**config.mk**
```make
export PLATFORM = sky130hd
export DESIGN_NAME = pwm_timebase
export DESIGN_NICKNAME = d
export VERILOG_FILES = /design/src/rtl/pwm_timebase_pkg.sv /design/src/rtl/pwm_beat_div.sv /design/src/rtl/pwm_step_decode.sv /design/src/rtl/pwm_phase_acc.sv /design/src/rtl/pwm_timebase.sv
export SDC_FILE = /design/constraint.sdc
export NUM_CORES = 1
export LEC_CHECK = 0
export BUFFER_PORTS_ARGS = -buffer_cell sky130_fd_sc_hd__buf_4
export CAP_MARGIN = 10
export CORE_AREA = 3 3 86 88
export CTS_BUF_LIST = sky130_fd_sc_hd__clkbuf_4 sky130_fd_sc_hd__clkbuf_8 sky130_fd_sc_hd__clkbuf_16
export DETAILED_ROUTE_END_ITERATION = 8
export DIE_AREA = 0 0 89 91
export PLACE_DENSITY = 0.76
export SYNTH_ARGS = -nofsm -noshare
export SYNTH_HDL_FRONTEND = slang
export SYNTH_HIERARCHICAL = 1
export SYNTH_SLANG_ARGS = --single-unit
```
**constraint.sdc**
```tcl
create_clock -name clk_i -period 3 [get_ports clk_i]
set_input_delay 0.45 -clock clk_i [delete_from_list [all_inputs] [get_ports clk_i]]
set_output_delay 0.45 -clock clk_i [all_outputs]
set_load 0.02 [all_outputs]
```
**src/rtl/pwm_timebase_pkg.sv**
```systemverilog
// Package: shared widths and the strobe bundle used inside the PWM timebase.
// Assumes: consumers override module parameters rather than these defaults.
package pwm_timebase_pkg;
    localparam int unsigned DEF_DIV_W   = 27;
    localparam int unsigned DEF_PHASE_W = 16;
    localparam int unsigned DEF_RES_W   = 4;

    typedef struct packed {
        logic beat;
        logic cycle_end;
    } tb_strobe_t;
endpackage

```
**src/rtl/pwm_beat_div.sv**
```systemverilog
// Module: beat divider. Counts clocks and flags the last clock of every
// (div_i+1)-clock beat period. Assumes div_i is synchronous to clk_i.
// A count at or above the limit ends the period, so lowering div_i
// mid-count cannot overrun the counter.
module pwm_beat_div #(
    parameter int unsigned DIV_W = 27
) (
    input  logic             clk_i,
    input  logic             rst_ni,
    input  logic             en_i,
    input  logic [DIV_W-1:0] div_i,
    output logic             beat_o
);
    logic [DIV_W-1:0] cnt_q;
    logic             at_limit;

    // Terminal detect: end of the current beat period.
    always_comb begin
        at_limit = (cnt_q >= div_i);
        beat_o   = en_i && at_limit;
    end

    // Clock counter: cleared when disabled or at the end of a period.
    always_ff @(posedge clk_i) begin
        if (!rst_ni) begin
            cnt_q <= '0;
        end else if (!en_i || at_limit) begin
            cnt_q <= '0;
        end else begin
            cnt_q <= cnt_q + DIV_W'(1);
        end
    end
endmodule

```
**src/rtl/pwm_step_decode.sv**
```systemverilog
// Module: step decoder. Turns the logarithmic resolution code into the
// phase increment 2^(PHASE_W-1-res). Codes past PHASE_W-1 are clamped;
// the clamp is built only when the code width can express such values.
module pwm_step_decode #(
    parameter int unsigned PHASE_W = 16,
    parameter int unsigned RES_W   = 4
) (
    input  logic [RES_W-1:0]   res_i,
    output logic [PHASE_W-1:0] step_o
);
    localparam int unsigned MAX_RES = PHASE_W - 1;

    logic [RES_W-1:0] res_eff;

    generate
        if ((2 ** RES_W) > PHASE_W) begin : g_clamp
            // Clamp: limit the code to the finest usable resolution.
            always_comb begin
                if (int'(res_i) > MAX_RES) res_eff = RES_W'(MAX_RES);
                else                       res_eff = res_i;
            end
        end else begin : g_pass
            // Pass: every code is already in range.
            always_comb res_eff = res_i;
        end
    endgenerate

    // Shift: one at bit (MAX_RES - res_eff).
    always_comb begin
        step_o = PHASE_W'(1) << (MAX_RES - int'(res_eff));
    end
endmodule

```
**src/rtl/pwm_phase_acc.sv**
```systemverilog
// Module: phase accumulator. Adds the step on each beat, wrapping modulo
// 2^PHASE_W, and flags the beat whose addition carries out. Held at zero
// while disabled.
module pwm_phase_acc #(
    parameter int unsigned PHASE_W = 16
) (
    input  logic               clk_i,
    input  logic               rst_ni,
    input  logic               en_i,
    input  logic               beat_i,
    input  logic [PHASE_W-1:0] step_i,
    output logic [PHASE_W-1:0] phase_o,
    output logic               wrap_o
);
    logic [PHASE_W-1:0] phase_q;
    logic [PHASE_W:0]   sum;

    // Adder: next phase plus carry out.
    always_comb begin
        sum    = {1'b0, phase_q} + {1'b0, step_i};
        wrap_o = beat_i && sum[PHASE_W];
    end

    // Phase register: cleared when disabled, advanced on a beat.
    always_ff @(posedge clk_i) begin
        if (!rst_ni) begin
            phase_q <= '0;
        end else if (!en_i) begin
            phase_q <= '0;
        end else if (beat_i) begin
            phase_q <= sum[PHASE_W-1:0];
        end
    end

    assign phase_o = phase_q;
endmodule

```
**src/rtl/pwm_timebase.sv**
```systemverilog
// Module: PWM timebase top. Joins the beat divider, step decoder and phase
// accumulator into one shared timebase for all channels. Assumes all
// inputs are synchronous to clk_i; reset is synchronous, active low.
module pwm_timebase
    import pwm_timebase_pkg::*;
#(
    parameter int unsigned DIV_W   = DEF_DIV_W,
    parameter int unsigned PHASE_W = DEF_PHASE_W,
    parameter int unsigned RES_W   = DEF_RES_W
) (
    input  logic               clk_i,
    input  logic               rst_ni,
    input  logic               cnt_en_i,
    input  logic [DIV_W-1:0]   div_i,
    input  logic [RES_W-1:0]   res_i,
    output logic [PHASE_W-1:0] phase_o,
    output logic               beat_o,
    output logic               cycle_end_o
);
    tb_strobe_t         strb;
    logic [PHASE_W-1:0] step;

    pwm_beat_div #(.DIV_W(DIV_W)) u_div (
        .clk_i  (clk_i),
        .rst_ni (rst_ni),
        .en_i   (cnt_en_i),
        .div_i  (div_i),
        .beat_o (strb.beat)
    );

    pwm_step_decode #(.PHASE_W(PHASE_W), .RES_W(RES_W)) u_step (
        .res_i  (res_i),
        .step_o (step)
    );

    pwm_phase_acc #(.PHASE_W(PHASE_W)) u_acc (
        .clk_i   (clk_i),
        .rst_ni  (rst_ni),
        .en_i    (cnt_en_i),
        .beat_i  (strb.beat),
        .step_i  (step),
        .phase_o (phase_o),
        .wrap_o  (strb.cycle_end)
    );

    // Output mapping: strobe bundle to ports.
    always_comb begin
        beat_o      = strb.beat;
        cycle_end_o = strb.cycle_end;
    end
endmodule

```
==> impl_metrics.json, run 1 <==
{
  "outcome": "finished, final reports clean",
  "area_growth_pct": 21.2,
  "io_pins": 52,
  "min_path_cells": 1,
  "initial_core_util_pct": 51.7,
  "synth_edf_count": 0,
  "cp.arrival_ns": 2.49,
  "syn_nets": 476,
  "final.min_clock_period_ns": 2.94,
  "clk_latency_ns": 0.30,
  "ys_ff_latch": 43,
  "ys.warnings.count": 6,
  "numPortBuffers": 51,
  "first_pass_iters": 5,
  "grt.total_usage_pct": 19.2,
  "max_freq_mhz": 340,
  "ys_types": 58,
  "crit_type": "in -> out",
  "hold_viol": 0,
  "startpoint_type": "input port",
  "dieHeight_um": 91,
  "async_reset_ff_share_pct": 0,
  "drtIter0Drc": 152,
  "synth_flop_cell": "dfxtp_1",
  "final_max_slew_viol_count": 0,
  "cap_violations": 0,
  "gp_congestion": 0.893,
  "wl_per_cell_um": 14.0,
  "cp.required_ns": 2.55,
  "routed_wl_um": 7730,
  "fp.dieW_um": 89,
  "finalSetupViolations": 0,
  "grt_pass1_vias": 2873,
  "ctsRootBufferMaster": "clkbuf_8",
  "leakage_nw": 1.94,
  "grt_max_degree": 28,
  "numCtsBuffers": 5,
  "reg2regPathDepth": 11,
  "postPlaceCellArea_um2": 4030,
  "final_cell_mix": "buf_4, nor2_1, ha_1",
  "worstHoldStart": "u_div/cnt_q[0]",
  "drc": 0,
  "fin_skew_ns": 0.00557,
  "mostFrequentLayoutCell": "buf_4",
  "timing.final.crit_share_pct": 98.2,
  "yosysSeqAreaShare_pct": 24.8,
  "clock_path_buffers": 2,
  "design.core.area_um2": 6720,
  "post-route-util_pct": 62.7,
  "max_slew_margin_pct": 70.2,
  "rrSetupSlack_ns": 0.31,
  "layout-drive-gt1-share_pct": 23.8,
  "hold-worst-slack_ns": 0.470,
  "tightest_slew_ns": 0.447,
  "holdPathEnd": "u_div/cnt_q[0]",
  "rows": 30,
  "hold_class": "reg -> reg",
  "via_per_inst": 5.62,
  "clk_pin_slew_ns": 0.08,
  "r2r_end": "u_acc/phase_o[12]",
  "cp-end-kind": "output port",
  "power.density_nw_per_um2": 261,
  "cts_tree": "built",
  "die_area_um2": 8100,
  "dp_hpwl_um": 6120,
  "htree_levels": 2,
  "globalRouteOverflowTotal": 0,
  "postRouteAntennaNets": 0,
  "n_antenna_cell": 0,
  "avgSynthCellArea_um2": 8.76,
  "clock-sinks": 43,
  "grt_pass1_wl_um": 12700,
  "fillCellCount": 572,
  "synth_area_um2": 3480,
  "nets": 549,
  "r2r_start": "u_div/cnt_q[20]",
  "antenna_found_initial": 0,
  "synth_cells": 397,
  "via_count": 3094,
  "fin_area_um2": 4210,
  "crit_path_max_fanout": 7,
  "vdd_drop_max_v": 0.000214
}
==> state kept, by name, indices dropped and copies added (netlist names) <==
register       count
u_acc/phase_o     16
u_div/cnt_q       27
==> metal layers <==
metal | up-vias | GRT usage [%] | wire length, um
met3 | 8 | 3.18 | 262
met5 | - | 0 | 0
met4 | 0 | 6.33 | 113
li1 | 1583 | - | -
met2 | 50 | 32.3 | 3890
met1 | 1453 | 24.6 | 3460
==> layout make-up <==
cell class,count,area (um^2),area share (%)
inverters,32,120,2.85
repair buffers,77,628,14.9
multi-input cells,311,2410,57.3
clock inverters,2,12.5,0.297
flip-flops and latches,43,861,20.4
clock buffers,6,76.3,1.81
well taps,80,100,2.38
==> synthesized netlist by cell type (4+ instances only) <==
cell type,instances,area [um^2]
a211oi_1,5,37.5
a21o_1,5,37.5
a21oi_1,20,100
and4b_1,5,50.1
and4bb_1,4,50.1
buf_6,8,90.1
dfxtp_1,43,861
ha_1,44,551
inv_1,32,120
mux2i_1,6,60.1
nand2_1,26,97.6
nand3_1,25,125
nand4_1,15,93.8
nor2_1,49,184
nor4b_4,4,95.1
o211ai_1,4,30.0
o21ai_0,12,60.1
xnor2_1,16,140
xor2_1,18,158
==> how the worst max path moves through the flow <==
stage	start	end	cells after the start
global placement	res_i[3]	cycle_end_o	10
detailed placement	res_i[3]	cycle_end_o	10
finish	res_i[0]	cycle_end_o	10
global route	res_i[0]	cycle_end_o	10
CTS	u_div/cnt_q[18]	beat_o	8
floorplan	div_i[26]	cycle_end_o	10
==> metrics by stage <==
step	worst slack (ns)	total power, mW	setup TNS, ns	std cells
2_1_floorplan	0.0450	0.665	0	397
3_3_place_gp	0.0412	0.718	0	536
3_5_place_dp	0.0130	0.723	0	536
4_1_cts	0.0104	1.10	0	544
5_1_grt	-0.0234	1.15	-0.0234	551
6_report	0.0551	1.10	0	551
==> logic make-up after synthesis <==
kind of cell	synth area share, %
and+or+nand+nor	29.3
AOI/OAI and AO/OA	12.5
adders and majority gates	16.4
buffers and inverters	6.66
DFF	24.8
xor gates and xnor gates	8.57
muxes	1.73
==> worst max-delay path: stages <==
cell and delay (ns):
buf_4 0.14, buf_12 0.13, nor4b_4 0.24, ha_1 0.29
a21o_1 0.19, a221oi_2 0.28, or3b_1 0.15, o211ai_1 0.14
o311a_4 0.34, buf_6 0.13
==> what timing repair did <==
action,in CTS,in global routing
buffers inserted,0,6
hold buffers,0,0
endpoints found under the setup margin,2,2
pin swaps,2,5
gates cloned,0,1
resized for setup,2,3
hold endpoints to repair,0,0
==> power breakdown <==
part | switching, mW | total, mW | internal, mW
registers | 0.00129 | 0.573 | 0.571
logic | 0.0688 | 0.143 | 0.0738
clock network | 0.212 | 0.384 | 0.172
No activity file was read; power rests on OpenSTA's default activity.
==> run 2, diff against run 1 <==
--- a/config.mk
+++ b/config.mk
@@ -7,12 +7,11 @@
 export LEC_CHECK = 0
 export BUFFER_PORTS_ARGS = -buffer_cell sky130_fd_sc_hd__buf_4
 export CAP_MARGIN = 10
-export CORE_AREA = 3 3 86 88
+export CORE_AREA = 3 3 85 87
 export CTS_BUF_LIST = sky130_fd_sc_hd__clkbuf_4 sky130_fd_sc_hd__clkbuf_8 sky130_fd_sc_hd__clkbuf_16
 export DETAILED_ROUTE_END_ITERATION = 8
-export DIE_AREA = 0 0 89 91
+export DIE_AREA = 0 0 88 90
 export PLACE_DENSITY = 0.76
 export SYNTH_ARGS = -nofsm -noshare
 export SYNTH_HDL_FRONTEND = slang
-export SYNTH_HIERARCHICAL = 1
 export SYNTH_SLANG_ARGS = --single-unit
==> run 2 against run 1 <==
  * Fmax up 1.0%
  * Sequential share of layout area up 0.14 points
  * Via count up 6.4%
  * Final area up 0.33%
  * Die area down 2.2%
  * Final cell count up 2.0%
  * Utilization up 3.1 points
  * Setup slack better by 0.029 ns
  * First-iteration DRC count down 8.6%
  * Critical path type unchanged
  * Largest power group unchanged
==> impl_metrics.json, run 2 <==
{
  "outcome": "finished, final reports clean",
  "dieHeight_um": 90,
  "max_freq_mhz": 343,
  "io_pins": 52,
  "synth_top_area_cell": "dfxtp_1",
  "final_max_slew_viol_count": 0,
  "avgSynthCellArea_um2": 7.97,
  "ys.warnings.count": 0,
  "cp.arrival_ns": 2.47,
  "drtIter0Drc": 139,
  "synth_most_common_cell": "nor2_1",
  "ys_types": 58,
  "grt_pass1_wl_um": 13700,
  "numPortBuffers": 51,
  "cts_tree": "built",
  "ctsRootBufferMaster": "clkbuf_8",
  "design.core.area_um2": 6420,
  "fp.dieW_um": 88,
  "finalSetupTns_ns": 0,
  "synth_cells": 426,
  "tightest_slew_ns": 0.623,
  "leakage_nw": 1.85,
  "via_count": 3291,
  "antenna_found_initial": 0,
  "clk_pin_slew_ns": 0.08,
  "nets": 563,
  "clock_path_buffers": 2,
  "area_growth_pct": 24.4,
  "top_register": "u_div.cnt_q",
  "gp_congestion": 0.919,
  "drc": 0,
  "cp.required_ns": 2.55,
  "dp_hpwl_um": 6320,
  "cp-end-kind": "output port",
  "startpoint_type": "input port",
  "postRouteAntennaNets": 0,
  "hold_class": "reg -> reg",
  "wl_per_cell_um": 15.1,
  "via_per_inst": 5.86,
  "die_area_um2": 7920,
  "yosysSeqAreaShare_pct": 25.3,
  "synthTopCellsByArea": "dfxtp_1, ha_1, a21oi_1, xor2_1, nor2_1",
  "async_reset_ff_share_pct": 0,
  "syn_nets": 505,
  "cap_violations": 0,
  "routed_wl_um": 8490,
  "final_cell_mix": "buf_4, nor2_1, a21oi_1",
  "synth_top_area_share_pct": 25.3,
  "layout-drive-gt1-share_pct": 23.9,
  "htree_levels": 2,
  "synth_area_um2": 3400,
  "first_pass_iters": 5,
  "grt_pass1_vias": 3024,
  "power.density_nw_per_um2": 278,
  "fin_cells": 562,
  "ys_ff_latch": 43,
  "synth_common_cells": "nor2_1, ha_1, a21oi_1, dfxtp_1, inv_1",
  "globalRouteOverflowTotal": 0,
  "timing.final.crit_share_pct": 97.2,
  "vdd_drop_max_v": 0.000164,
  "clk_latency_ns": 0.30,
  "n_antenna_cell": 0,
  "largest_reg_flops": 27,
  "finalSetupViolations": 0,
  "max_slew_margin_pct": 58.1,
  "rows": 29,
  "numCtsBuffers": 5,
  "holdBufCountCts": 0,
  "initial_core_util_pct": 52.9,
  "fin_skew_ns": 0.00768,
  "clock-sinks": 43,
  "synth_flop_cell": "dfxtp_1",
  "hold-worst-slack_ns": 0.494,
  "grt_max_degree": 27,
  "synth_edf_count": 0,
  "mostFrequentLayoutCell": "buf_4",
  "placed_cells": 552,
  "final.min_clock_period_ns": 2.92,
  "crit_path_max_fanout": 7,
  "hold_viol": 0,
  "grt.total_usage_pct": 21.0,
  "crit_type": "in -> out"
}
[run 2: cell type report]
class / instances / area [um^2]
Tap cell: 77 / 96.3
Clock buffer: 6 / 82.6
Clock inverter: 2 / 35.0
Multi-Input combinational cell: 339 / 2540
Fill cell: 546 / 2200
Timing Repair Buffer: 64 / 488
Inverter: 31 / 116
Sequential cell: 43 / 870
[run 2: path summary, 6_finish.rpt]
| kind | startpoint | endpoint | slack [ns] | depth (start not counted) |
|---|---|---|---|---|
| worst min-delay path | u_div.cnt_q[0] | u_div.cnt_q[0] | 0.49 | 1 |
| worst max register to register | u_div.cnt_q[2] | u_acc.phase_o[13] | 0.56 | 8 |
| worst min register to register | u_div.cnt_q[0] | u_div.cnt_q[0] | 0.49 | 1 |
| worst max-delay path | res_i[2] | cycle_end_o | 0.08 | 12 |
[run 2: worst max-delay path, stage by stage]
cell and delay, ns:
buf_4 0.14, nand2_4 0.08, nor2_2 0.11, ha_2 0.21, fa_2 0.24, a211oi_2 0.08, or2_4 0.26, a211o_1 0.35
a21oi_2 0.13, o21ai_1 0.10, a21oi_2 0.18, buf_6 0.13
[run 2: cells by family after synthesis]
family | synth area share (%)
muxes | 0.589
adders and majority gates | 16.8
and+or+nand+nor | 24.2
DFF | 25.3
xor gates and xnor gates | 7.99
AOI/OAI and AO/OA | 19.4
buffers and inverters | 5.63
[run 2: metrics by stage]
| stage | util [%] | area, um^2 | setup slack [ns] | power [mW] |
|---|---|---|---|---|
| 3_3_place_gp | 60.5 | 3880 | 0.0495 | 0.698 |
| 2_1_floorplan | - | 3400 | 0.205 | 0.651 |
| 5_1_grt | 65.8 | 4230 | -0.0198 | 1.23 |
| 4_1_cts | 62.5 | 4010 | 0.00506 | 1.17 |
| 6_report | 65.8 | 4230 | 0.0844 | 1.18 |
| 3_5_place_dp | 60.5 | 3880 | -0.0140 | 0.702 |
[run 2: report_power, final]
group / switching [mW] / internal, mW / total (mW)
registers: 0.00179 / 0.571 / 0.573
clock network: 0.202 / 0.270 / 0.472
logic: 0.0692 / 0.0623 / 0.132
total: 0.273 / 0.903 / 1.18
[run 2: repair_timing]
action,4_1_cts,5_1_grt
gates resized for setup,4,33
setup buffers,0,2
endpoints found under the setup margin,1,2
pin swaps,1,10
[run 2: metal layers]
layer / track usage, % / share of wire [%] / routed length (um) / vias to the layer above
met3: 3.75 / 5.4 / 462 / 17
met4: 6.01 / 1.6 / 136 / 0
met2: 33.9 / 48 / 4070 / 99
met1: 28.3 / 45 / 3820 / 1530
li1: - / - / - / 1645
met5: 0 / 0 / 0 / -
==> run 3, diff against run 2 <==
--- a/config.mk
+++ b/config.mk
@@ -7,11 +7,13 @@
 export LEC_CHECK = 0
 export BUFFER_PORTS_ARGS = -buffer_cell sky130_fd_sc_hd__buf_4
 export CAP_MARGIN = 10
-export CORE_AREA = 3 3 85 87
+export CORE_AREA = 3 3 86 88
 export CTS_BUF_LIST = sky130_fd_sc_hd__clkbuf_4 sky130_fd_sc_hd__clkbuf_8 sky130_fd_sc_hd__clkbuf_16
 export DETAILED_ROUTE_END_ITERATION = 8
-export DIE_AREA = 0 0 88 90
+export DIE_AREA = 0 0 89 91
 export PLACE_DENSITY = 0.76
 export SYNTH_ARGS = -nofsm -noshare
 export SYNTH_HDL_FRONTEND = slang
+export SYNTH_HIERARCHICAL = 1
 export SYNTH_SLANG_ARGS = --single-unit
+export TNS_END_PERCENT = 5
==> run 3 against run 2 <==
  * Clock skew decreased by 0.0018 ns
  * Non-clock buffer count increased by 10
  * Register-to-register slack got worse by 0.25 ns
  * Critical path type unchanged
  * Critical endpoint unchanged
==> impl_metrics.json, run 3 (synthesis results as in run 1) <==
{
  "grt.total_usage_pct": 19.2,
  "path_buf_inv": 3,
  "fin_skew_ns": 0.00591,
  "leakage_nw": 1.92,
  "clk_latency_ns": 0.30,
  "wl_per_cell_um": 13.9,
  "globalRouteOverflowTotal": 0,
  "startpoint_type": "input port",
  "fp.dieW_um": 89,
  "rows": 30,
  "vdd_drop_max_v": 0.000215,
  "rsz0062_at_grt": "true",
  "max_freq_mhz": 341,
  "fillCellCount": 579,
  "grt_pass1_vias": 2873,
  "clock-sinks": 43,
  "max_slew_margin_pct": 70.2,
  "layout-drive-gt1-share_pct": 23.3,
  "largest_reg_flops": 27,
  "p_sw_mw": 0.280,
  "cts_tree": "built",
  "fin_cells": 548,
  "clock_path_buffers": 2,
  "outcome": "finished, final reports clean",
  "area_growth_pct": 20.1,
  "dp_hpwl_um": 6120,
  "cap_violations": 0,
  "ctsRootBufferMaster": "clkbuf_8",
  "antenna_found_initial": 0,
  "crit_path_max_fanout": 12,
  "multiInputGateArea_um2": 2410,
  "crit_type": "in -> out",
  "gp_congestion": 0.893,
  "ff_latch_area_um2": 861,
  "first_pass_iters": 4,
  "timing.final.crit_share_pct": 97.9,
  "numCtsBuffers": 5,
  "drtIter0Drc": 142,
  "die_area_um2": 8100,
  "critPathMaxStageDelay_ns": 0.34,
  "cp.arrival_ns": 2.49,
  "cp.required_ns": 2.55,
  "clkPwrFrac_pct": 35.0,
  "holdBufCountCts": 0,
  "placed_cells": 536,
  "grt_max_degree": 28,
  "nets": 546,
  "design.core.area_um2": 6720,
  "dieHeight_um": 91,
  "pwr-share-seq_pct": 52.4,
  "cp-end-kind": "output port",
  "top_register": "u_div/cnt_q",
  "htree_levels": 2,
  "clk_pin_slew_ns": 0.08,
  "p_comb_share_pct": 12.6,
  "tightest_slew_ns": 0.447,
  "final.min_clock_period_ns": 2.94,
  "drc": 0,
  "intPower_mw": 0.814,
  "via_count": 3091,
  "grt_pass1_wl_um": 12700,
  "finalSetupViolations": 0,
  "finalPower_mw": 1.09,
  "initial_core_util_pct": 51.7,
  "path_cells": "buf_4 > buf_12 > and4bb_1 > ha_1 > and2_1 > a221oi_2 > or3b_1 > o211ai_1 > o311a_4 > buf_6",
  "io_pins": 52,
  "final_max_slew_viol_count": 0,
  "swShare_pct": 25.6,
  "hold_class": "reg -> reg",
  "postRouteAntennaNets": 0,
  "n_antenna_cell": 0,
  "final_cell_mix": "buf_4, nor2_1, ha_1",
  "hold_viol": 0,
  "mostFrequentLayoutCell": "buf_4",
  "routed_wl_um": 7640,
  "cp_slowest_cell": "o311a_4",
  "numPortBuffers": 51,
  "hold-worst-slack_ns": 0.471,
  "via_per_inst": 5.64,
  "crit_family": "compound AO/OA/AOI/OAI gates",
  "power.density_nw_per_um2": 262
}
-- run 3: cell types whose count changed in the layout (fill, tap and decap cells not counted), sizes merged, moves of 6 or more --
cell,change
nor3,-9
a21oi,-23
xnor2,+6
buf,+10
and3,-8
a21o,-6
and4bb,+6
-- run 3: final timing paths --
| path | from | end | cells past startpoint | slack, ns |
|---|---|---|---|---|
| hold reg to reg | u_div/cnt_q[0] | u_div/cnt_q[0] | 1 | 0.47 |
| hold / removal | u_div/cnt_q[0] | u_div/cnt_q[0] | 1 | 0.47 |
| setup / recovery | res_i[3] | cycle_end_o | 10 | 0.06 |
| setup reg to reg | u_div/cnt_q[20] | u_acc/phase_o[12] | 11 | 0.31 |
-- run 3: per-layer routing --
metal  global-route usage [%]  part of all wire (%)  up-vias  wire (um)
met5                        0                     0        -          0
met4                     6.33                   1.5        0        112
met3                     3.18                   4.2        8        321
met2                     32.3                    50       60       3820
li1                         -                     -     1573          -
met1                     24.6                    44     1450       3390
-- run 3: final cells by class --
class                   instances  area share (%)
multi-input cells             311            57.8
inverters                      32            2.88
flip-flops and latches         43            20.6
clock buffers                   6            1.83
well taps                      80            2.40
repair buffers                 74            14.2
clock inverters                 2           0.300
-- run 3: timing repair --
item | 4_1_cts | 5_1_grt
setup endpoints to repair | 2 | 2
pin swaps | 2 | 5
gates resized for setup | 2 | 4
setup buffers | 0 | 4
-- run 3: power by group through the flow --
stage	sequential (mW)	combinational (mW)	clock (mW)
final	0.573	0.138	0.383
after global routing	0.573	0.154	0.418
after CTS	0.573	0.137	0.392
after detailed placement	0.586	0.137	0
after global placement	0.586	0.132	0
after floorplan	0.586	0.0790	0
-- run 3: stage by stage --
step                      setup TNS [ns]  worst slack [ns]  instance area, um^2  util [%]
after floorplan                        0            0.0450                 3490         -
after global placement                 0            0.0412                 4030      60.0
after detailed placement               0            0.0130                 4030      60.0
after CTS                              0            0.0104                 4130      61.5
after global routing             -0.0176           -0.0176                 4180      62.1
final                                  0            0.0643                 4180      62.1
